## src/rtl/core_seq_pkg.sv

```systemverilog
package core_seq_pkg;
  typedef enum logic [2:0] {
    ST_IDLE,
    ST_FLUSH,
    ST_RAMP,
    ST_PGWAIT,
    ST_LAUNCH
  } seq_state_e;

  // total ramp length before power-good is considered
  function automatic int unsigned ramp_span(input int unsigned stages, input int unsigned per_stage);
    return stages * per_stage;
  endfunction

  // true when a segment vector is a thermometer code (0..01..1)
  function automatic bit is_thermo(input logic [31:0] segs, input int unsigned width);
    logic [31:0] m;
    m = (width >= 32) ? 32'hFFFF_FFFF : ((32'd1 << width) - 32'd1);
    return (((segs & m) + 32'd1) & (segs & m)) == 32'd0;
  endfunction
endpackage

```

## src/rtl/seq_stage_timer.sv

```systemverilog
module seq_stage_timer #(
  parameter int STAGES       = 4,
  parameter int STAGE_CYCLES = 250
) (
  input  logic                       clk,
  input  logic                       rst_n,
  input  logic                       run,
  output logic [$clog2(STAGES)-1:0]  stage_idx,
  output logic                       step_ev,
  output logic                       ramp_done
);
  localparam int CNTW = $clog2(STAGE_CYCLES);
  localparam int STGW = $clog2(STAGES);

  logic [CNTW-1:0] cnt_q;
  logic [STGW-1:0] stage_q;

  assign step_ev   = run && (cnt_q == CNTW'(STAGE_CYCLES - 1));
  assign ramp_done = step_ev && (stage_q == STGW'(STAGES - 1));
  assign stage_idx = stage_q;

  always_ff @(posedge clk) begin
    if (!rst_n || !run) begin
      cnt_q   <= '0;
      stage_q <= '0;
    end else if (step_ev) begin
      cnt_q <= '0;
      if (!ramp_done) stage_q <= stage_q + STGW'(1);
    end else begin
      cnt_q <= cnt_q + CNTW'(1);
    end
  end

  // the dwell counter never passes the per-stage length
  p_cnt_range_r6: assert property (@(posedge clk) disable iff (!rst_n)
    cnt_q <= CNTW'(STAGE_CYCLES - 1));
  // a step always advances the stage or ends the ramp
  p_stage_adv_r6: assert property (@(posedge clk) disable iff (!rst_n)
    (step_ev && !ramp_done) |=> (stage_idx == $past(stage_idx) + STGW'(1)));
endmodule

```

## src/rtl/seq_rail_bank.sv

```systemverilog
module seq_rail_bank #(
  parameter int NCORES    = 4,
  parameter int STAGES    = 4,
  parameter int BOOT_CORE = 0
) (
  input  logic                        clk,
  input  logic                        rst_n,
  input  logic                        set_en,
  input  logic [$clog2(NCORES)-1:0]   set_core,
  input  logic [$clog2(STAGES)-1:0]   set_seg,
  input  logic                        clr_en,
  input  logic [$clog2(NCORES)-1:0]   clr_core,
  output logic [NCORES*STAGES-1:0]    pwr_en
);
  localparam int IDXW = $clog2(NCORES);

  for (genvar c = 0; c < NCORES; c++) begin : g_core
    logic [STAGES-1:0] segs_q;

    always_ff @(posedge clk) begin
      if (!rst_n) begin
        segs_q <= (c == BOOT_CORE) ? '1 : '0;
      end else if (clr_en && clr_core == IDXW'(c)) begin
        segs_q <= '0;
      end else if (set_en && set_core == IDXW'(c)) begin
        segs_q[set_seg] <= 1'b1;
      end
    end

    assign pwr_en[c*STAGES +: STAGES] = segs_q;

    // segments of every core form a thermometer code
    p_thermo_r6: assert property (@(posedge clk) disable iff (!rst_n)
      core_seq_pkg::is_thermo(32'(segs_q), STAGES));
  end
endmodule

```

## src/rtl/core_handover_seq.sv

```systemverilog
module core_handover_seq #(
  parameter int          NCORES       = 4,
  parameter int          STAGES       = 4,
  parameter int          STAGE_CYCLES = 250,
  parameter int          PCW          = 32,
  parameter logic [31:0] ENTRY_PC     = 32'h0000_1000,
  parameter int          BOOT_CORE    = 0
) (
  input  logic                       clk,
  input  logic                       rst_n,
  input  logic                       slice_tick,
  input  logic                       req_valid,
  input  logic [$clog2(NCORES)-1:0]  req_core,
  output logic                       req_ack,
  output logic                       busy,
  output logic [$clog2(NCORES)-1:0]  active_core,
  output logic [NCORES-1:0]          flush_req,
  input  logic [NCORES-1:0]          flush_done,
  output logic [NCORES*STAGES-1:0]   pwr_en,
  input  logic [NCORES-1:0]          pwr_good,
  output logic [NCORES-1:0]          core_run,
  output logic                       core_launch,
  output logic [PCW-1:0]             launch_pc
);
  import core_seq_pkg::*;

  localparam int IDXW = $clog2(NCORES);
  localparam int STGW = $clog2(STAGES);

  seq_state_e      st_q;
  logic [IDXW-1:0] cur_q, tgt_q;
  logic            ack_q;
  logic [NCORES-1:0] run_q;

  // named internal events
  logic accept_ev, null_ev, move_ev, drained_ev, ramp_live, pg_ev, launch_ev;
  logic step_ev, ramp_done;
  logic [STGW-1:0] stage_idx;
  logic            seg_set_en;
  logic [STGW-1:0] seg_set_idx;

  assign accept_ev  = (st_q == ST_IDLE) && slice_tick && req_valid;
  assign null_ev    = accept_ev && ((req_core == cur_q) || (32'(req_core) >= NCORES));
  assign move_ev    = accept_ev && !null_ev;
  assign drained_ev = (st_q == ST_FLUSH) && flush_done[cur_q];
  assign ramp_live  = (st_q == ST_RAMP);
  assign pg_ev      = (st_q == ST_PGWAIT) && pwr_good[tgt_q];
  assign launch_ev  = (st_q == ST_LAUNCH);

  seq_stage_timer #(.STAGES(STAGES), .STAGE_CYCLES(STAGE_CYCLES)) u_timer (
    .clk(clk), .rst_n(rst_n), .run(ramp_live),
    .stage_idx(stage_idx), .step_ev(step_ev), .ramp_done(ramp_done)
  );

  assign seg_set_en  = drained_ev || (step_ev && !ramp_done);
  assign seg_set_idx = drained_ev ? '0 : stage_idx + STGW'(1);

  seq_rail_bank #(.NCORES(NCORES), .STAGES(STAGES), .BOOT_CORE(BOOT_CORE)) u_rails (
    .clk(clk), .rst_n(rst_n),
    .set_en(seg_set_en), .set_core(tgt_q), .set_seg(seg_set_idx),
    .clr_en(launch_ev), .clr_core(cur_q),
    .pwr_en(pwr_en)
  );

  always_ff @(posedge clk) begin
    if (!rst_n) begin
      st_q  <= ST_IDLE;
      cur_q <= IDXW'(BOOT_CORE);
      tgt_q <= IDXW'(BOOT_CORE);
      ack_q <= 1'b0;
      run_q <= NCORES'(1) << BOOT_CORE;
    end else begin
      ack_q <= 1'b0;
      unique case (st_q)
        ST_IDLE: begin
          if (null_ev) ack_q <= 1'b1;
          if (move_ev) begin
            tgt_q <= req_core;
            st_q  <= ST_FLUSH;
          end
        end
        ST_FLUSH: if (drained_ev) begin
          run_q[cur_q] <= 1'b0;
          st_q         <= ST_RAMP;
        end
        ST_RAMP: if (ramp_done) st_q <= ST_PGWAIT;
        ST_PGWAIT: if (pg_ev) begin
          run_q[tgt_q] <= 1'b1;
          st_q         <= ST_LAUNCH;
        end
        ST_LAUNCH: begin
          cur_q <= tgt_q;
          ack_q <= 1'b1;
          st_q  <= ST_IDLE;
        end
        default: st_q <= ST_IDLE;
      endcase
    end
  end

  assign busy        = (st_q != ST_IDLE);
  assign req_ack     = ack_q;
  assign active_core = cur_q;
  assign flush_req   = (st_q == ST_FLUSH) ? (NCORES'(1) << cur_q) : '0;
  assign core_run    = run_q;
  assign core_launch = launch_ev;
  assign launch_pc   = PCW'(ENTRY_PC);

  // never more than one core executing
  p_single_runner_r10: assert property (@(posedge clk) disable iff (!rst_n)
    $countones(core_run) <= 1);
  for (genvar i = 0; i < NCORES; i++) begin : g_chk
    // a running core has every segment powered
    p_run_powered_r10: assert property (@(posedge clk) disable iff (!rst_n)
      core_run[i] |-> (&pwr_en[i*STAGES +: STAGES]));
  end
  // a drain request holds until its done is seen
  p_flush_hold_r4: assert property (@(posedge clk) disable iff (!rst_n)
    ((flush_req != '0) && ((flush_req & flush_done) == '0)) |=> $stable(flush_req));
  // launch strobe lasts one cycle
  p_launch_pulse_r8: assert property (@(posedge clk) disable iff (!rst_n)
    core_launch |=> !core_launch);
  // retire and acknowledge follow the launch
  p_retire_r9: assert property (@(posedge clk) disable iff (!rst_n)
    core_launch |=> (!busy && req_ack && $countones(core_run) == 1));
  // acknowledge only when idle
  p_ack_idle_r3: assert property (@(posedge clk) disable iff (!rst_n)
    req_ack |-> !busy);
  // the target cannot change while a move is under way
  p_hold_target_r11: assert property (@(posedge clk) disable iff (!rst_n)
    (busy && !core_launch) |=> $stable(tgt_q));
endmodule

```

## config.mk

```make
export PLATFORM = sky130hd
export DESIGN_NAME = core_handover_seq
export DESIGN_NICKNAME = d
export VERILOG_FILES = /design/src/rtl/core_seq_pkg.sv /design/src/rtl/seq_stage_timer.sv /design/src/rtl/seq_rail_bank.sv /design/src/rtl/core_handover_seq.sv
export SDC_FILE = /design/constraint.sdc
export NUM_CORES = 1
export LEC_CHECK = 0
export BUFFER_PORTS_ARGS = -buffer_cell sky130_fd_sc_hd__buf_4
export CAP_MARGIN = 40
export CORE_MARGIN = 2
export CORE_UTILIZATION = 54
export CTS_BUF_LIST = sky130_fd_sc_hd__clkbuf_8
export DETAILED_ROUTE_END_ITERATION = 8
export GPL_ROUTABILITY_DRIVEN = 0
export PLACE_DENSITY = 0.87
export SLEW_MARGIN = 25
export SYNTH_ARGS = -nofsm -noshare
export SYNTH_HDL_FRONTEND = slang
export SYNTH_SLANG_ARGS = --single-unit
```

## constraint.sdc

```tcl
create_clock -name clk -period 2.2 [get_ports clk]
set_input_delay 0.55 -clock clk [delete_from_list [all_inputs] [get_ports clk]]
set_output_delay 0.55 -clock clk [all_outputs]
set_load 0.1 [all_outputs]
```

### Word-level counts from Yosys, hierarchy flattened

Index checks and enable logic that the tools add are counted.

* register bits: 38
* output and inout bits: 61
* logic and storage cells: 110

* add/sub/neg operators: 2
* $lt $le $gt $ge: 6
* equality and inequality tests: 17
* shifts and indexed selects: 1
* mux-type cells: 24
* bitwise gates (word level): 9
* reduce and logical (&&, ||, !) cells: 40

Operators with widths (count)
* $logic_and 1x1->1: 20
* $mux 4: 5
* $or 4x4->4: 5
* $mux 3: 4
* $pmux 3 s4: 1
* $eq 2x2->1 const B: 5
* $lt 2x3->1 const B: 3
* $add 8x1->8 const B: 1
* $eq 8x8->1 const B: 1
* $ne 2x2->1 const B: 4
* $pmux 4 s2: 1
* $reduce_or 2->1: 4
* $demux 1 s2: 3
* $eq 3x2->1 const B: 2
* $ge 2x1->1 const B: 3
* $mux 1: 6
* $and 4x4->4: 1
* $bmux 1 s2: 2
* $eq 2x1->1 const B: 2
* $logic_not 1->1: 4
* $logic_not 2->1: 2
* $not 4->4: 1
* $reduce_and 2->1: 2
* $reduce_and 4->1: 1
* other kinds (13): 16

### Longest topological paths before layout

Gate-level depths: netlist of the first run.

* depth after elaboration: 11
* mapped depth: 7

### Modules after synthesis

Synthesis of the first run repeated with hierarchy kept, for this count alone.

* cells, all modules: 228
* area, all modules: 2044.5 µm²

By module, submodules not included
* core_handover_seq: times used 1, cells each 114, area an instance 980.9 µm²
* seq_rail_bank: times used 1, cells each 66, area an instance 593.1 µm²
* seq_stage_timer: times used 1, cells each 48, area an instance 470.5 µm²

### Worst setup path before layout of the first run

OpenSTA, ideal clock, no wires.

* kind: register -> output
* start point: register cur_q[0] (netlist: active_core[0])
* end point: output port flush_req[1]
* data arrival time: 2.680 ns
* required time: 1.650 ns
* slack: -1.030 ns
* stages on the path, launching flop included: 4
* path through: dfxtp_1 -> buf_6 -> or2b_1 -> nor2_1

* cells in the longest elaborated chain, start to end: 2

Ends and longest elaborated chain
* start, declared: line core_handover_seq.sv:31 `logic [IDXW-1:0] cur_q, tgt_q;`
* start signal, assigned: line core_handover_seq.sv:68 `cur_q <= IDXW'(BOOT_CORE);`
* start signal, assigned: line core_handover_seq.sv:92 `cur_q <= tgt_q;`
* $shl 1x2->4: line core_handover_seq.sv:104 `assign flush_req = (st_q == ST_FLUSH) ? (NCORES'(1) << cur_q) : '0;`
* $mux 4: line core_handover_seq.sv:104
* end, declared: line core_handover_seq.sv:17 `output logic [NCORES-1:0] flush_req,`

Every way passes these cells.

### Final worst setup path of the first run

* start point: register st_q[1]
* end point: output port flush_req[0]

* cells in the longest elaborated chain, start to end: 2

Ends and longest elaborated chain
* start, declared: line core_handover_seq.sv:30 `seq_state_e st_q;`
* start signal, assigned: line core_handover_seq.sv:67 `st_q <= ST_IDLE;`
* start signal, assigned: line core_handover_seq.sv:79 `st_q <= ST_FLUSH;`
* start signal, assigned: line core_handover_seq.sv:84 `st_q <= ST_RAMP;`
* $eq 3x1->1: line core_handover_seq.sv:104
* $mux 4: line core_handover_seq.sv:104

Every way passes these cells.

==> impl_metrics.toml, run 1 <==
[synthesis]
syn_inst = 225
syn_area_mm2 = 0.00197
synthArstFlopShare_pct = 0
yosys.cell_types.count = 46
synth.avg_cell_area_um2 = 8.75
synthSimpleGateAreaFrac_pct = 22.8
synth_edf_count = 0
synth-seq-cells = 38
synth_top_family_by_area = "simple AND/OR/NAND/NOR gates"
yosysTopAreaCellShare_pct = 38.7
ys_seq_area_share_pct = 38.7
ys.flop_type = "dfxtp_1"
synth_top_area_cell = "dfxtp_1"
synthAdderAreaFrac_pct = 1.91
synth_xor_area_share_pct = 4.01
synth_compound_area_share_pct = 13.9
yosys_warnings = 0
synth_mux_area_share_pct = 3.81
synthTopCellsByArea = "dfxtp_1, buf_4, nor2_1"

[timing]
setup_viol = 0
timing.fmax_mhz = 465
setup_tns_ps = 0
grt_setup_unrepaired = "no"
layout_min_cycle_time_ps = 2150
clock_skew_ps = 11.6
period_share_pct = 97.8
hold_violations = 0
drv_slew = 0
slew_headroom_pct = 59.5
hold_ws_ps = 476
worstMarginPinSlew_ps = 601

[setup_path]
crit_path_max_fanout = 8
worstSetupStartpointType = "flip-flop"
path_class = "flip-flop to primary output"
critPathTopFamily = "simple AND/OR/NAND/NOR gates"
end_kind = "primary output"
timing.rr.start = "active_core[0]$_SDFFE_PN0P_"
timing.rr.end = "u_rails.g_core[2].segs_q[0]$_SDFFE_PP0P_"
crit_arrival_ps = 1600
max_stage_delay_ps = 490
cp.required_ps = 1650
crit_path_top_delay_cell = "or3b_4"
r2r_cells = 5
path_cells = "or3b_4, nor3_4, buf_12"
crit_buf_inv = 1
reg2reg_setup_slack_ps = 570

[floorplanning]
dieArea_mm2 = 0.00414
coreArea_mm2 = 0.00342
initial_core_util_pct = 57.6
die_h_um = 64.4
chipWidth_um = 64.4
pin_count = 75
rows = 21

[final_layout]
layout_common_cells = "buf_4, nor2_1, dfxtp_1"
area_growth_pct = 19.8
layout_commonest_cell = "buf_4"
layout-drive-gt1-share_pct = 28.4
post-route-util_pct = 69.0
antennaDiodeCount = 0
layout.cells.non_filler = 317
fin_area_mm2 = 0.00236
final_nets = 287

[clock_tree]
clock-sinks = 38
clk_pin_slew_worst_paths_ps = 80
cts_buffers = 5
cts_max_level = 2
cts_max_path_buffers = 2
ctsHoldBuffers = 0
tritoncts = "yes"
insertion_delay_ps = 300
cts_root_buf = "clkbuf_8"

[route]
final_antenna_net_count = 0
routed_via_density = 4.97
vias = 1574
routed_wirelength_mm = 4.12
wire_per_inst_um = 13.0
first_pass_iters = 4
drcViolationCount = 0
drt_iter0_drc = 42

[placed_design]
dp_cells = 306
numPortBuffers = 42
place_hpwl_mm = 3.09
postPlaceCellArea_mm2 = 0.00222

[pwr]
cellLeakagePower_nw = 1.03
peakVddDrop_mv = 0.517
p_per_area_mw_per_mm2 = 880

[global_routing]
antenna_found_initial = 0
grt_max_degree = 18
track_usage_pct = 20.4
grt_pass1_vias = 1437
grt_pass1_wl_mm = 6.59
grt_overflow = 0

[worst_hold_path]
min_path_type = "flip-flop to flip-flop"
worstHoldStart = "u_rails.g_core[3].segs_q[0]$_SDFFE_PP0P_"
worstHoldEndpoint = "u_rails.g_core[3].segs_q[0]$_SDFFE_PP0P_"
worstHoldPathCells = 2

[job]
maxCapViolations = 0

[run_status]
outcome = "completed"
[per-stage QoR]
step	power, mW	worst slack (ps)
global placement	1.51	255
finish	2.07	48.3
detailed placement	1.52	208
floorplan	1.47	-61.9
CTS	2.04	7.32
global route	2.16	2.00
[sequential cells by signal, summed over array words and instances (netlist names)]
| signal | flops |
|---|---|
| u_timer.stage_idx | 2 |
| st_q | 3 |
| tgt_q | 2 |
| u_timer.cnt_q | 8 |
| active_core | 2 |
| req_ack | 1 |
| u_rails.g_core.segs_q | 16 |
| core_run | 4 |
[where the power goes]
group	switching [mW]	internal, mW
logic	0.617	0.206
registers	0.0308	0.717
clock network	0.251	0.252
[cell type report]
cell class,instances,area [um^2]
multi-input cells,176,1070
fillers,285,1060
flip-flops and latches,38,769
repair buffers,45,354
clock buffers,6,82.6
well taps,46,57.6
inverters,4,15.0
clock inverters,2,12.5
[cells in the mapped netlist, types with 2 or more instances]
library cell and instances:
nand2_1 15, inv_1 4, a211oi_2 3, conb_1 2, and4b_1 2, buf_2 3, dfxtp_1 38, nor3_2 2
xnor2_1 5, xor2_1 4, ha_1 3, o21ai_0 6, mux2i_1 3, nor2b_1 3, buf_4 32, o21ai_1 3
a21oi_1 23, mux4_2 2, nor2_1 37, nand3_1 7, and3_1 3
[tightest hold or removal path, stage by stage, from the launching register on]
cell and delay (ps):
dfxtp_1 330, a21oi_1 40, nor2_1 70
[metal layers]
metal  share of wire (%)  wire [um]  global-route usage, %  vias to the layer above
met2                  45       1860                   33.1                       57
met3                 7.1        292                   6.87                        9
met1                  46       1910                   25.7                      716
met4                 1.3         53                   6.12                        0
li1                    -          -                      -                      792
met5                   0          0                      0                        -
[how the worst max path moves through the flow]
stage	slack, ps	end	cells past startpoint	start
floorplan	-60	flush_req[0]	3	st_q[0]$_SDFFE_PN0P_
global placement	260	flush_req[0]	3	st_q[0]$_SDFFE_PN0P_
detailed placement	210	flush_req[0]	3	st_q[0]$_SDFFE_PN0P_
CTS	7	flush_req[2]	3	st_q[2]$_SDFFE_PN0P_
global route	2	flush_req[0]	3	st_q[1]$_SDFFE_PN0P_
finish	50	flush_req[0]	3	st_q[1]$_SDFFE_PN0P_
[cell families (layout without fill, tap and decap cells)]
group,Yosys count,after routing
buffers and inverters,41,57
AOI/OAI and AO/OA,42,42
DFF,38,38
xor gates and xnor gates,9,9
adders and majority gates,3,3
muxes,5,5
other,2,32
and+or+nand+nor,85,85
[what timing repair did]
action / CTS / global route
gates resized for setup: 4 / 3
endpoints found under the hold margin: 0 / 0
setup buffers: 0 / 3
gates cloned: 0 / 0
pin swaps: 2 / 2
endpoints found under the setup margin: 1 / 4
(Power assumes the default switching activity.)
==> inputs of run 2 (changes only) <==
Settings changed: PLACE_DENSITY 0.87 to 0.85.
==> impl_metrics.toml, run 2 (synthesis gave the netlist of run 1 again) <==
[run_status]
outcome = "completed"

[pwr]
p_sw_uw = 906
p_int_mw = 1.38
cellLeakagePower_nw = 1.06
p_per_area_mw_per_mm2 = 947
netSwitchingFraction_pct = 39.7
power_frac_comb_pct = 36.4
power_frac_seq_pct = 32.7
clockPowerShare_pct = 30.9
peakVddDrop_mv = 0.659

[setup_path]
crit_path_max_fanout = 8
timing.rr.end = "st_q[0]$_SDFFE_PN0P_"
timing.rr.start = "active_core[0]$_SDFFE_PN0P_"
crit_buf_inv = 1
end_kind = "primary output"
crit_arrival_ps = 1610
critPathTopFamily = "simple AND/OR/NAND/NOR gates"
max_stage_delay_ps = 480
reg2reg_setup_slack_ps = 580
cp.required_ps = 1650
worstSetupStartpointType = "flip-flop"
path_class = "flip-flop to primary output"
crit_path_top_delay_cell = "or3b_4"
r2r_cells = 3
path_cells = "or3b_4, nor3_4, buf_12"

[final_layout]
final_nets = 288
antennaDiodeCount = 0
layout_common_cells = "buf_4, nor2_1, dfxtp_1"
layout.cells.non_filler = 318
nFillCells = 263
largest-register = "u_rails.g_core.segs_q"
fin_area_mm2 = 0.00241
area_growth_pct = 22.4
largest_reg_flops = 16
layout_commonest_cell = "buf_4"
layout-drive-gt1-share_pct = 28.7

[global_routing]
grt_pass1_wl_mm = 6.68
grt_max_degree = 18
grt_pass1_vias = 1451
track_usage_pct = 20.8
grt_overflow = 0
antenna_found_initial = 0

[clock_tree]
clk_pin_slew_worst_paths_ps = 80
cts_root_buf = "clkbuf_8"
clock-sinks = 38
insertion_delay_ps = 290
ctsHoldBuffers = 0
cts_buffers = 5
tritoncts = "yes"
cts_max_path_buffers = 2
cts_max_level = 2

[timing]
clock_skew_ps = 5.67
period_share_pct = 98.1
grt_setup_unrepaired = "no"
timing.fmax_mhz = 463
hold_violations = 0
setup_viol = 0
slew_headroom_pct = 60.6
layout_min_cycle_time_ps = 2160
hold_ws_ps = 477
worstMarginPinSlew_ps = 587
setup_tns_ps = 0
drv_slew = 0

[route]
routed_wirelength_mm = 4.02
drt_iter0_drc = 51
final_antenna_net_count = 0
wire_per_inst_um = 12.6
first_pass_iters = 4
drcViolationCount = 0
vias = 1568
routed_via_density = 4.93

[worst_hold_path]
worstHoldStart = "u_rails.g_core[2].segs_q[0]$_SDFFE_PP0P_"
worstHoldPathCells = 2
worstHoldEndpoint = "u_rails.g_core[2].segs_q[0]$_SDFFE_PP0P_"
min_path_type = "flip-flop to flip-flop"

[placed_design]
dp_cells = 306
numPortBuffers = 42
place_hpwl_mm = 3.03
postPlaceCellArea_mm2 = 0.00222

[job]
maxCapViolations = 0

[floorplanning]
rows = 21
initial_core_util_pct = 57.6
dieArea_mm2 = 0.00414
pin_count = 75
die_h_um = 64.4
coreArea_mm2 = 0.00342
chipWidth_um = 64.4
-- run 2: stage by stage --
stage / setup WS (ps) / utilization, % / power (mW)
after floorplan: -61.9 / - / 1.47
after global placement: 255 / 64.9 / 1.51
after detailed placement: 216 / 64.9 / 1.52
after CTS: 15.2 / 69.4 / 2.25
after global routing: 0.897 / 70.5 / 2.37
final: 42.4 / 70.5 / 2.28
-- run 2: layout make-up --
class                           instances  area, um^2  area share (%)
Tap cell                               46        57.6            2.39
Clock buffer                            5        68.8            2.86
Inverter                                4        15.0           0.623
Sequential cell                        38         772            32.0
Timing Repair Buffer                   46         362            15.0
Multi-Input combinational cell        176        1070            44.2
Clock inverter                          3        68.8            2.86
-- run 2: what timing repair did --
action / CTS / global route
hold endpoints to repair: 0 / 0
resized for setup: 4 / 4
buffers inserted: 0 / 4
setup endpoints to repair: 1 / 4
gates cloned: 0 / 0
pin swaps: 2 / 2
-- run 2: tightest hold or removal path, stage by stage (launching register included) --
cell,delay (ps)
dfxtp_1,340
a21oi_1,40
nor2_1,70
-- run 2: per-layer routing --
metal	wire, um	GRT usage (%)	vias up
met5	0	0	-
met4	66	7.71	0
met3	276	6.51	8
met2	1830	32.9	61
met1	1850	26.7	705
li1	-	-	794
-- run 2: worst max-delay path by stage --
stage                                     from      endpoint  cells past startpoint
after global routing      st_q[1]$_SDFFE_PN0P_  flush_req[0]                      3
after detailed placement  st_q[0]$_SDFFE_PN0P_  flush_req[0]                      3
final                     st_q[1]$_SDFFE_PN0P_  flush_req[0]                      3
after global placement    st_q[0]$_SDFFE_PN0P_  flush_req[0]                      3
after CTS                 st_q[2]$_SDFFE_PN0P_  flush_req[2]                      3
after floorplan           st_q[0]$_SDFFE_PN0P_  flush_req[0]                      3
-- run 2: power groups by stage --
stage	sequential, mW	combinational, mW	clock, mW
floorplan	0.789	0.685	0
CTS	0.756	0.775	0.718
global placement	0.765	0.745	0
global route	0.751	0.867	0.751
finish	0.746	0.830	0.706
detailed placement	0.768	0.751	0
